$ cat config.mk
export PLATFORM = sky130hd
export DESIGN_NAME = atr_gpio_ctrl
export DESIGN_NICKNAME = d
export VERILOG_FILES = /design/src/rtl/atr_gpio_ctrl.sv
export SDC_FILE = /design/constraint.sdc
export NUM_CORES = 1
export LEC_CHECK = 0
export BUFFER_PORTS_ARGS = -buffer_cell sky130_fd_sc_hd__buf_2
export CORE_UTILIZATION = 40
export DETAILED_ROUTE_END_ITERATION = 6
export PLACE_DENSITY = 0.7
export SYNTH_ARGS = -nofsm -noshare
export SYNTH_HDL_FRONTEND = slang
export SYNTH_SLANG_ARGS = --single-unit
$ cat constraint.sdc
create_clock -name clk -period 2.6 [get_ports clk]
set_input_delay 0.39 -clock clk [delete_from_list [all_inputs] [get_ports clk]]
set_output_delay 0.39 -clock clk [all_outputs]
set_load 0.1 [all_outputs]
$ cat src/rtl/atr_gpio_ctrl.sv
module atr_gpio_ctrl #(
  parameter int W  = 16,
  parameter int AW = 5
) (
  input  logic          clk,
  input  logic          rst_n,
  input  logic          reg_we,
  input  logic [AW-1:0] reg_addr,
  input  logic [W-1:0]  reg_wdata,
  output logic [W-1:0]  reg_rdata,
  input  logic          tx_active,
  input  logic          rx_active,
  input  logic [W-1:0]  rx_pin_in,
  input  logic [W-1:0]  tx_pin_in,
  input  logic [W-1:0]  rx_dbg0,
  input  logic [W-1:0]  rx_dbg1,
  input  logic [W-1:0]  tx_dbg0,
  input  logic [W-1:0]  tx_dbg1,
  output logic [W-1:0]  rx_pin_out,
  output logic [W-1:0]  rx_pin_oe,
  output logic [W-1:0]  tx_pin_out,
  output logic [W-1:0]  tx_pin_oe
);
  localparam int IW    = 4;
  localparam int NREG  = 1 << IW;
  localparam int DIR_W = 2;
  localparam int SEL_W = 4;
  localparam int DBG_W = 6;

  logic [W-1:0]  regs [NREG];
  logic [W-1:0]  pin_q [2];
  logic [W-1:0]  atr_q [2];
  logic [W-1:0]  pin_in [2];
  logic [W-1:0]  dbg0 [2];
  logic [W-1:0]  dbg1 [2];
  logic [W-1:0]  pout [2];
  logic [W-1:0]  poe [2];
  logic [1:0]    st;
  logic          in_map;
  logic [IW-1:0] idx;

  assign in_map = (reg_addr < AW'(NREG));
  assign idx    = reg_addr[IW-1:0];
  assign st     = {rx_active, tx_active};

  assign pin_in[0] = rx_pin_in;
  assign pin_in[1] = tx_pin_in;
  assign dbg0[0]   = rx_dbg0;
  assign dbg0[1]   = tx_dbg0;
  assign dbg1[0]   = rx_dbg1;
  assign dbg1[1]   = tx_dbg1;

  always_ff @(posedge clk) begin
    if (!rst_n) begin
      for (int i = 0; i < NREG; i++) regs[i] <= '0;
    end else if (reg_we && in_map) begin
      regs[idx] <= reg_wdata;
    end
  end

  for (genvar b = 0; b < 2; b++) begin : g_bank
    logic [W-1:0] dir, sel, dbg, swv, norm, alt;

    assign dir = regs[DIR_W + b];
    assign sel = regs[SEL_W + b];
    assign dbg = regs[DBG_W + b];
    assign swv = regs[b];

    always_ff @(posedge clk) begin
      if (!rst_n) begin
        atr_q[b] <= '0;
        pin_q[b] <= '0;
      end else begin
        atr_q[b] <= regs[{1'b1, st, 1'(b)}];
        pin_q[b] <= pin_in[b];
      end
    end

    assign norm    = (sel & atr_q[b]) | (~sel & swv);
    assign alt     = (sel & dbg1[b])  | (~sel & dbg0[b]);
    assign pout[b] = dir & ((dbg & alt) | (~dbg & norm));
    assign poe[b]  = dir;
  end

  assign rx_pin_out = pout[0];
  assign rx_pin_oe  = poe[0];
  assign tx_pin_out = pout[1];
  assign tx_pin_oe  = poe[1];

  always_comb begin
    if (!in_map)       reg_rdata = '0;
    else if (idx < 2)  reg_rdata = pin_q[idx[0]];
    else               reg_rdata = regs[idx];
  end
endmodule

; Yosys cells after proc, flatten, opt, wreduce, memory -nomap -nowiden
; Memories as Yosys holds them, arrays and structs flattened.
; Cells that the tools add are included.
[classes]
order_cmp = 2
mux = 14
n_bitwise = 28
n_reduce_logical = 2
[op_table]
columns = cell, n
row1 = 16-bit AND, 14
row2 = 16-bit 2-to-1 mux, 7
row3 = 16-bit bitwise OR, 6
row4 = 16-bit NOT, 4
row5 = 16-bit OR reduction, 1
row6 = 1-bit 2-to-1 mux, 6
row7 = 5-bit < comparator (second input constant), 1
row8 = 4-bit by 2-bit < comparator with 1-bit output (second input constant), 1
row9 = 4-bit 2-to-1 mux, 1
row10 = 1-bit bitwise OR, 4
row11 = 1-bit logical AND, 1
[totals]
regBits = 0
ram_bits = 320
input_bits = 122
output_inout_bits = 80
wordCells = 49
memories = 3
[mem_list]
columns = memory, depth, word_bits, read_ports, rd_clocked_by_memory_dff, write_ports, line
row1 = regs, 16, 16, 11, 0, 16, 30  ; logic [W-1:0] regs [NREG];
row2 = atr_q, 2, 16, 2, 0, 2, 32  ; logic [W-1:0] atr_q [2];
row3 = pin_q, 2, 16, 1, 0, 2, 31  ; logic [W-1:0] pin_q [2];

; Logic depth before layout (Yosys ltp)
; Gate-level depths: netlist of run 1.
[logic_depth]
ltp_word = 7
ltp_mapped = 8

; Least setup slack after synthesis of run 1
; OpenSTA, ideal clock, no wires.
[synth_path]
path_kind = register to output
startpoint = memory regs[3][10]
endpoint = output reg_rdata[10]
arrival_time_ns = 3.987
slack_ns = -1.777
stages_incl_launch_ff = 5
path_cell_list = edfxtp_1 mux4_2 mux2i_1 or2_2 a221oi_1
[synth_rtl]
columns = item, line
row1 = from (decl), 30
row2 = to (decl), 10  ; output logic [W-1:0] reg_rdata,

==> metrics.md, run 1 <==
| Metric | Value |
|---|---|
| EDFF count, synth | 256 |
| Violation count after the first detailed-route iteration | 1190 |
| Slew HR | 36.37% |
| R2R depth | 2 |
| Die W | 199.4 um |
| Global-route wire length before repair | 68150 um |
| Final Non-Filler Cells | 1870 |
| Pin count of the biggest net entering global routing | 76 |
| Crit Path Class | reg2out |
| Final Max Slew Viols | 0 |
| Syn_nets | 1180 |
| Pre-CTS WS | -0.06535 ns |
| Diodes inserted | 0 |
| Most used DFF post-synth | edfxtp_1 |
| Clock latency on the worst-skew pair | 0.53 ns |
| Detail-routed net length per standard cell | 25.56 um |
| Startpoint types | register |
| Clock power share | 38.4% |
| Final Power | 13.41 mW |
| Worst setup margin | -0.07175 ns |
| DP HPWL | 32390 um |
| Share of cells above drive strength 1 | 39.88% |
| Final setup vio count | 3 |
| Clock Root Buffer | clkbuf_16 |
| Reg-to-Reg Start | regs[14][12] |
| Met2 usage | 39.91% |
| CTS tree | built |
| Hold Buf Count CTS | 0 |
| Final min period | 2.672 ns |
| Peak VDD IR | 0.4054 mV |
| Vias in the first global route | 10.50k |
| # IOs | 202 |
| Vias per cell | 5.564 |
| DP Area | 0.01830 mm2 |
| Final #Nets | 1455 |
| Drt first pass iters | 5 |
| Layout Cell Area excl Fill | 0.01980 mm2 |
| Initial antenna violation count | 4 |
| Netlist cell types | 39 |
| Hold path start | tx_pin_in[15] |
| Hold depth | 2 |
| Initial core utilization | 40.98% |
| Fin Hold WS | 0.07648 ns |
| Routability-driven placement congestion ratio | 0.8949 |
| Reg power frac | 44.7% |
| Clock-pin slew on the worst setup and hold paths | 0.06 ns |
| Achievable Freq | 374.3 MHz |
| Unrepaired setup endpoints after global routing | yes |
| Die H | 199.4 um |
| Switching power | 3.580 mW |
| Yosys reg bits | 320 |
| Final Skew | 0.01901 ns |
| Pleak | 7.543 nW |
| Met1 Use GR | 30.98% |
| Hold/Removal Path Class | in2reg |
| Sw Ratio | 26.70% |
| Largest family of logic cells by synthesized area | multiplexers |
| Asr flop ratio synth | 0% |
| Crit Path Max Fanout | 2 |
| Placed Instances | 1790 |
| Die area | 0.03975 mm2 |
| Mux contribution to synthesized area | 19.67% |
| Status | complete, but fails checks |
| Layout area overhead | 27.05% |
| Final setup TNS | -0.1086 ns |
| FP Rows | 71 |
| Critical path arrival | 2.28 ns |
| Vias | 10.41k |
| Final hold violation count | 0 |
| R2R Path End | atr_q[0][12] |
| DRC viols | 0 |
| GRT overflow | 0 |
| Compound-Gate Fraction of Synth Area | 2.545% |
| Core area | 0.03802 mm2 |
| Final core utilization | 52.07% |
| Synth Area in Simple Gates | 17.37% |
| Int Pwr | 9.826 mW |
| GRT Util Overall | 24.18% |
| Avg Inst Size Synth | 14.73 um2 |
| Max-cap violation count | 0 |
| Yosys warns | 0 |
| Detailed Route WL | 47800 um |
| GR Util met3 | 5.316% |
| Longest Clk Path Bufs | 3 |
| Sequential area share after synthesis | 57.56% |
| Cells after synthesis | 1058 |
| Violated checks | negative setup slack |
| Most Used Layer, Global Route | met2 |
| Total CTS buffers | 34 |
| CTS sink cnt | 320 |
| Antenna Nets Post-Route | 0 |
| Port bufs | 201 |
| Flop2flop setup slack | 1.35 ns |
| CP endpoint kind | output pin |
| Logic pwr share | 16.9% |
| WP data required | 2.21 ns |
| H-Tree Level Count | 2 |
| Worst-margin pin slew | 0.9510 ns |
| Netlist Area Pre-Place | 0.01558 mm2 |
| PD cells | 677.1 mW/mm2 |
| Period utilization | 102.8% |
| Post-Synth Adder-Cell Area | 0% |
| WHS Endpoint | pin_q[1][15] |
| Xor/xnor share of the synthesized area | 0% |
## registers in the layout, indices dropped and copies added, names as in the netlist
| register | count |
|---|---|
| regs | 256 |
| atr_q | 32 |
| pin_q | 32 |
## cell usage after synthesis, types with 2 or more instances
cell         n  area (um2)
mux4_1       3       78.83
o31ai_1     11       82.58
a221oi_1     4       35.03
or2_2        2       12.51
clkbuf_1    38       142.6
buf_2       16       80.08
a2111oi_1    4       40.04
buf_6        5       56.30
or2_0        2       12.51
dfxtp_1     64        1281
nor3_1       5       25.02
nor2_4       6       67.56
nand2b_1     6       37.54
nor2b_1      3       18.77
a21oi_1     34       170.2
mux4_2     109        2455
nor2_2       3       18.77
or3b_1       2       17.52
nor3_4       3       48.80
nor2_1       8       30.03
buf_4       12       90.09
edfxtp_1   256        7687
mux2i_1     52       520.5
o21ai_0     12       60.06
clkbuf_2     9       45.04
and2_1     374        2340
buf_1        3       11.26
## area by class of cell
| class | instances | area (um2) |
|---|---|---|
| well taps | 511 | 639.4 |
| repair buffers | 323 | 2442 |
| fillers | 3101 | 18220 |
| flip-flops and latches | 320 | 8969 |
| multi-input cells | 654 | 6556 |
| clock buffers | 50 | 1005 |
| clock inverters | 12 | 186.4 |
## power groups by stage
stage | clock [mW] | sequential [mW] | combinational, mW
3_3_place_gp | 0 | 6.08 | 2.16
5_1_grt | 5.39 | 6.01 | 2.34
6_report | 5.15 | 5.99 | 2.26
2_1_floorplan | 0 | 6.22 | 1.29
3_5_place_dp | 0 | 6.09 | 2.18
4_1_cts | 5.18 | 5.99 | 2.23
## cells in the final DEF (no fill, tap or decap), types with 3 or more instances in the layout
cell type,Yosys,final
a2111oi_4,0,4
a21oi_1,34,23
a21oi_4,0,11
a221oi_4,0,4
and2_1,374,372
buf_12,1,38
buf_2,16,183
buf_4,12,102
bufinv_16,0,5
clkbuf_1,38,10
clkbuf_16,0,37
clkbuf_8,0,3
clkinv_2,0,5
dfxtp_1,64,64
edfxtp_1,256,256
mux2i_1,52,51
mux4_2,109,110
nand2b_1,6,6
nor2_1,8,8
nor2_2,3,3
nor2_4,6,6
nor3_1,5,4
nor3_4,3,3
o21ai_1,0,8
o21ai_2,0,4
o31ai_2,0,7
o31ai_4,0,4
## worst max path at each step
stage                     cells after the start  slack, ns             to        start
after CTS                                     5      -0.04  reg_rdata[10]  regs[4][10]
after global placement                        6      -0.09  reg_rdata[11]  reg_addr[1]
after floorplan                               4      -0.29  reg_rdata[12]  regs[2][12]
final                                         5      -0.07  reg_rdata[13]  regs[7][13]
after detailed placement                      6      -0.07  reg_rdata[11]  reg_addr[1]
after global routing                          5      -0.13  reg_rdata[13]  regs[7][13]
## per-layer routing
layer  part of all wire (%)  routed length (um)
met5                  0.088                  42
met4                    3.8                1820
met3                    9.6                4591
met2                     48               22970
met1                     38               18370
## what timing repair did
item | 4_1_cts | 5_1_grt
buffers inserted | 14 | 4
gates resized for setup | 11 | 16
endpoints found under the setup margin | 7 | 16
cloned | 0 | 0
pin swaps | 3 | 12
hold endpoints to repair | 0 | 0
## cell families (layout without fill, tap and decap cells)
group | count (synthesis) | count (layout)
simple gates | 423 | 423
mux | 165 | 165
flops | 320 | 320
buf+inv | 84 | 385
compound gates | 66 | 66
## critical path, cell delays in order, from the launching register on
cell and delay [ns]:
edfxtp_1 0.43, mux4_2 0.55, a2111oi_4 0.32, buf_4 0.20, a221oi_4 0.07, buf_12 0.18
No activity file was read; power rests on OpenSTA's default activity.
==> inputs of run 2 (changes only) <==
- CELL_PAD_IN_SITES_DETAIL_PLACEMENT: not set -> 0
- CELL_PAD_IN_SITES_GLOBAL_PLACEMENT: not set -> 2
- CORE_UTILIZATION: 40 -> 37
- PLACE_DENSITY: 0.7 -> 0.85
==> run 2 against run 1 <==
Against the previous run: flip-flop and latch count did not move; largest power group unchanged; critical endpoint unchanged; power fell by 0.61%; die area rose by 8.0%; critical path type unchanged; the flow still finishes with violations (negative setup slack); clock skew fell by 0.010 ns.
==> metrics.md, run 2 (synthesis results as in run 1) <==
| Metric | Value |
|---|---|
| Vias in the first global route | 10.45k |
| Layout area overhead | 26.68% |
| CP max-delay cell | mux4_2 |
| DP Area | 0.01832 mm2 |
| WHS Endpoint | pin_q[0][10] |
| Pleak | 7.510 nW |
| Final Max Slew Viols | 0 |
| Startpoint types | register |
| Pin count of the biggest net entering global routing | 48 |
| Flip-flop count of the largest register after layout | 256 |
| Detailed Route WL | 50100 um |
| Placed Instances | 1815 |
| Worst path bufs/invs | 1 |
| Peak VDD IR | 0.4353 mV |
| Clock-pin slew on the worst setup and hold paths | 0.06 ns |
| Longest Clk Path Bufs | 3 |
| Fin Hold WS | 0.07360 ns |
| Final hold violation count | 0 |
| Final min period | 2.683 ns |
| Global-route wire length before repair | 71970 um |
| Commonest non-fill, non-tap cell in the layout | and2_1 |
| Slew HR | 29.04% |
| Routability-driven placement congestion ratio | 0.9048 |
| Crit Path Max Fanout | 3 |
| GRT Util Overall | 23.33% |
| Die W | 207.2 um |
| Final core utilization | 47.91% |
| Hold depth | 2 |
| Critical path arrival | 2.29 ns |
| Pre-CTS WS | -0.1261 ns |
| Hold path start | rx_pin_in[10] |
| Unrepaired setup endpoints after global routing | yes |
| R2R depth | 4 |
| Drt first pass iters | 7 |
| Most frequent cells in the layout | and2_1, edfxtp_1, buf_2, mux4_2, buf_4 |
| Crit path largest cell delay | 0.49 ns |
| Share of cells above drive strength 1 | 39.74% |
| Flop2flop setup slack | 1.19 ns |
| Top delay family on crit path | multiplexers |
| Initial antenna violation count | 5 |
| Port bufs | 201 |
| GRT overflow | 0 |
| Die H | 207.2 um |
| # IOs | 202 |
| CTS tree | built |
| Max-cap violation count | 0 |
| Clock Root Buffer | clkbuf_16 |
| Worst-margin pin slew | 1.063 ns |
| Regs by FF count | regs x256, atr_q x32, pin_q x32 |
| Antenna Nets Post-Route | 0 |
| CTS sink cnt | 320 |
| Vias per cell | 5.462 |
| WP data required | 2.21 ns |
| Total CTS buffers | 35 |
| PD cells | 674.9 mW/mm2 |
| Core area | 0.04120 mm2 |
| DRC viols | 0 |
| Vias | 10.34k |
| R2R Path End | atr_q[0][5] |
| Violation count after the first detailed-route iteration | 1053 |
| Crit-path cells | mux4_2 -> mux2i_1 -> or2_1 -> a221oi_4 -> buf_12 |
| Die area | 0.04294 mm2 |
| Layout Cell Area excl Fill | 0.01974 mm2 |
| Final Skew | 0.008620 ns |
| Hold Buf Count CTS | 0 |
| Period utilization | 103.2% |
| Final #Nets | 1456 |
| Layout fillers | 3497 |
| Largest Register | regs |
| Final Non-Filler Cells | 1893 |
| CP endpoint kind | output pin |
| Status | complete, but fails checks |
| Reg-to-Reg Start | regs[10][5] |
| Violated checks | negative setup slack |
| Detail-routed net length per standard cell | 26.47 um |
| FP Rows | 74 |
| Worst setup margin | -0.08309 ns |
| Clock latency on the worst-skew pair | 0.52 ns |
| Final setup vio count | 4 |
| DP HPWL | 34140 um |
| Achievable Freq | 372.7 MHz |
| H-Tree Level Count | 2 |
| Hold/Removal Path Class | in2reg |
| Crit Path Class | reg2out |
| Initial core utilization | 37.82% |
-- run 2: cell types whose count changed in the layout (fill, tap and decap cells not counted), sizes merged --
cell and delta:
bufinv -1, clkbuf -2, clkinv +3, diode +2
-- run 2: final cells by class --
cell class | instances | area [um2] | share of cell area (%)
clock inverters | 14 | 166.4 | 0.8430
flip-flops and latches | 320 | 8969 | 45.43
well taps | 532 | 665.6 | 3.372
multi-input cells | 654 | 6535 | 33.11
diodes | 2 | 5.005 | 0.02535
clock buffers | 48 | 987.2 | 5.001
repair buffers | 323 | 2412 | 12.22
-- run 2: what timing repair did --
item,in CTS,in global routing
pin swaps,6,9
resized for setup,17,10
hold endpoints to repair,0,0
buffers inserted,9,5
endpoints found under the setup margin,11,15
-- run 2: power by group --
part / switching [mW] / leakage (nW) / internal, mW
Sequential: 0.182 / 2.97 / 5.81
Clock: 2.00 / 0.561 / 3.05
Combinational: 1.45 / 3.98 / 0.822
Total: 3.64 / 7.51 / 9.69
-- run 2: stage by stage --
stage                     power [mW]  setup TNS [ns]
after global routing           13.65         -0.5572
after floorplan                7.503          -1.143
after detailed placement       8.306         -0.1370
final                          13.32         -0.1949
after CTS                      13.34         -0.2509
after global placement         8.289         -0.1435
-- run 2: worst max-delay path by stage --
| stage | startpoint | endpoint | cells after the start |
|---|---|---|---|
| after global placement | reg_addr[1] | reg_rdata[13] | 8 |
| final | regs[3][13] | reg_rdata[13] | 5 |
| after detailed placement | reg_addr[1] | reg_rdata[13] | 8 |
| after global routing | regs[7][13] | reg_rdata[13] | 5 |
| after floorplan | regs[2][12] | reg_rdata[12] | 4 |
| after CTS | regs[7][13] | reg_rdata[13] | 5 |
-- run 2: per-layer routing --
layer | vias to the layer above | GRT usage (%) | share of wire (%)
met5 | - | 0 | 0.044
met4 | 4 | 7.437 | 2.7
met3 | 70 | 5.930 | 9.7
met2 | 521 | 36.94 | 46
met1 | 5271 | 31.47 | 41
li1 | 4474 | - | -
==> inputs of run 3 (changes only) <==
- GPL_TIMING_DRIVEN: not set -> 0
- HOLD_SLACK_MARGIN: not set -> 0.12
==> run 3 against run 2 <==
Against the previous run: the run still ends with negative setup slack left; setup slack got worse by 0.053 ns; non-clock buffer count increased by 18; critical path depth increased by 2; clock power decreased by 3%; utilization increased by 0.55 points; clock skew increased by 0.0077 ns; maximum frequency decreased by 1.9%; sequential share of layout area decreased by 0.52 points; critical path type is now in2out; critical endpoint unchanged.
==> metrics.md, run 3 (synthesis results as in run 1) <==
| Metric | Value |
|---|---|
| Global-route wire length before repair | 78710 um |
| Hold depth | 2 |
| Register area | 0.008969 mm2 |
| Peak VDD IR | 0.4330 mV |
| Violation count after the first detailed-route iteration | 1348 |
| Period utilization | 105.2% |
| CTS sink cnt | 320 |
| Initial core utilization | 37.82% |
| Detail-routed net length per standard cell | 29.41 um |
| Crit Path Class | in2out |
| FP Rows | 74 |
| Final hold violation count | 0 |
| DP HPWL | 39380 um |
| Top cell by count, worst path | buf_12 |
| Clock latency on the worst-skew pair | 0.53 ns |
| Final min period | 2.736 ns |
| R2R Path End | atr_q[0][15] |
| Worst path bufs/invs | 4 |
| Final Max Slew Viols | 0 |
| Vias | 10.69k |
| Layout area overhead | 28.14% |
| Achievable Freq | 365.5 MHz |
| GRT overflow | 0 |
| Final setup vio count | 11 |
| Die W | 207.2 um |
| Most frequent cells in the layout | and2_1, edfxtp_1, buf_2, mux4_2, dfxtp_1 |
| Pin count of the biggest net entering global routing | 17 |
| Port bufs | 197 |
| CP endpoint kind | output pin |
| Diodes inserted | 0 |
| Startpoint types | input pin |
| Violated checks | negative setup slack |
| Fin Hold WS | 0.2385 ns |
| Pleak | 7.417 nW |
| Top delay family on crit path | buffers and inverters |
| Hold path start | reg_wdata[15] |
| # IOs | 202 |
| Hold/Removal Path Class | in2reg |
| CP max-delay cell | mux4_2 |
| Worst-margin pin slew | 1.065 ns |
| CTS tree | built |
| Slew HR | 28.76% |
| Crit Path Max Fanout | 10 |
| Longest Clk Path Bufs | 3 |
| Layout fillers | 3486 |
| Flop2flop setup slack | 1.34 ns |
| Clock-pin slew on the worst setup and hold paths | 0.06 ns |
| Clock Root Buffer | clkbuf_16 |
| Commonest non-fill, non-tap cell in the layout | and2_1 |
| Regs by FF count | regs x256, atr_q x32, pin_q x32 |
| R2R depth | 2 |
| Initial antenna violation count | 2 |
| Vias per cell | 5.597 |
| Vias in the first global route | 10.89k |
| Unrepaired setup endpoints after global routing | yes |
| Final #Nets | 1474 |
| Share of cells above drive strength 1 | 38.17% |
| Core area | 0.04120 mm2 |
| Largest Register | regs |
| Critical path arrival | 2.35 ns |
| Final Skew | 0.01632 ns |
| DRC viols | 0 |
| Crit path largest cell delay | 0.58 ns |
| Multi-input combinational cell area | 0.006828 mm2 |
| Antenna Nets Post-Route | 0 |
| Reg-to-Reg Start | regs[10][15] |
| Worst setup margin | -0.1359 ns |
| Detailed Route WL | 56170 um |
| Max-cap violation count | 0 |
| GRT Util Overall | 26.12% |
| Routability-driven placement congestion ratio | 0.8825 |
| Pre-CTS WS | -1.248 ns |
| Crit-path cells | clkbuf_4 -> buf_12 -> buf_12 -> mux4_2 -> a2111oi_4 -> a221oi_4 -> buf_12 |
| Drt first pass iters | 5 |
| Flip-flop count of the largest register after layout | 256 |
| H-Tree Level Count | 2 |
| Status | complete, but fails checks |
| WP data required | 2.21 ns |
| PD cells | 664.9 mW/mm2 |
| Die H | 207.2 um |
| Total CTS buffers | 35 |
| WHS Endpoint | regs[3][15] |
| Die area | 0.04294 mm2 |
==> run 3: cell count changes in the layout (fill, tap and decap cells not counted), moves of 8 or more <==
| cell | delta |
|---|---|
| mux2i_1 | -14 |
| buf_8 | +12 |
| mux2i_2 | +8 |
| buf_12 | -26 |
| buf_6 | +12 |
| o31ai_4 | +9 |
| o21ai_1 | -8 |
| clkbuf_1 | +32 |
| dlygate4sd3_1 | +32 |
| buf_4 | -72 |
| clkbuf_2 | +12 |
| o31ai_2 | -8 |
==> run 3: layout make-up <==
| class | instances | share of cell area (%) |
|---|---|---|
| flip-flops and latches | 320 | 44.92 |
| repair buffers | 257 | 9.130 |
| plain buffers | 84 | 2.845 |
| clock buffers | 48 | 4.944 |
| multi-input cells | 654 | 34.19 |
| well taps | 532 | 3.334 |
| clock inverters | 15 | 0.6391 |
==> run 3: power by group <==
group          switching [mW]  internal [mW]
Sequential              0.164           5.81
Clock                    2.04           2.86
Combinational            1.57          0.823
Total                    3.78           9.50
==> run 3: per-stage QoR <==
step	area, um2	utilization [%]	power, mW	setup TNS [ns]	cells
2_1_floorplan	15780	-	7.503	-1.143	1058
3_3_place_gp	17430	42.30	8.146	-315.50	1787
3_5_place_dp	17730	43.04	8.212	-101.13	1798
4_1_cts	19790	48.04	13.23	-0.4618	1910
5_1_grt	19970	48.46	13.59	-0.5984	1910
6_report	19970	48.46	13.28	-0.3534	1910
==> run 3: worst max-delay path by stage <==
stage	from	end	slack [ns]	depth (start not counted)
floorplan	regs[2][12]	reg_rdata[12]	-0.29	4
global placement	reg_addr[1]	regs[7][11]	-2.60	5
detailed placement	reg_addr[1]	regs[3][1]	-1.25	6
CTS	regs[7][13]	reg_rdata[13]	-0.14	4
finish	reg_addr[1]	reg_rdata[13]	-0.14	7
global route	regs[7][13]	reg_rdata[13]	-0.21	4
==> run 3: worst reg2reg max path, cell delays in order (launching register included) <==
cell and delay (ns):
edfxtp_1 0.40, mux4_2 0.55, and2_1 0.20
==> run 3: routing by layer <==
layer | up-vias | global-route usage (%) | routed length, um
met1 | 5402 | 35.63 | 22510
met5 | - | 0 | 24
met2 | 659 | 40.76 | 25630
li1 | 4510 | - | -
met3 | 116 | 5.446 | 5879
met4 | 4 | 10.63 | 2115
==> run 3: timing repair <==
action                                 CTS  global route
pin swaps                                6             7
buffers inserted                        17             0
resized for setup                      123            36
hold buffers                            32             0
endpoints found under the hold margin   32             0
setup endpoints to repair              100            18
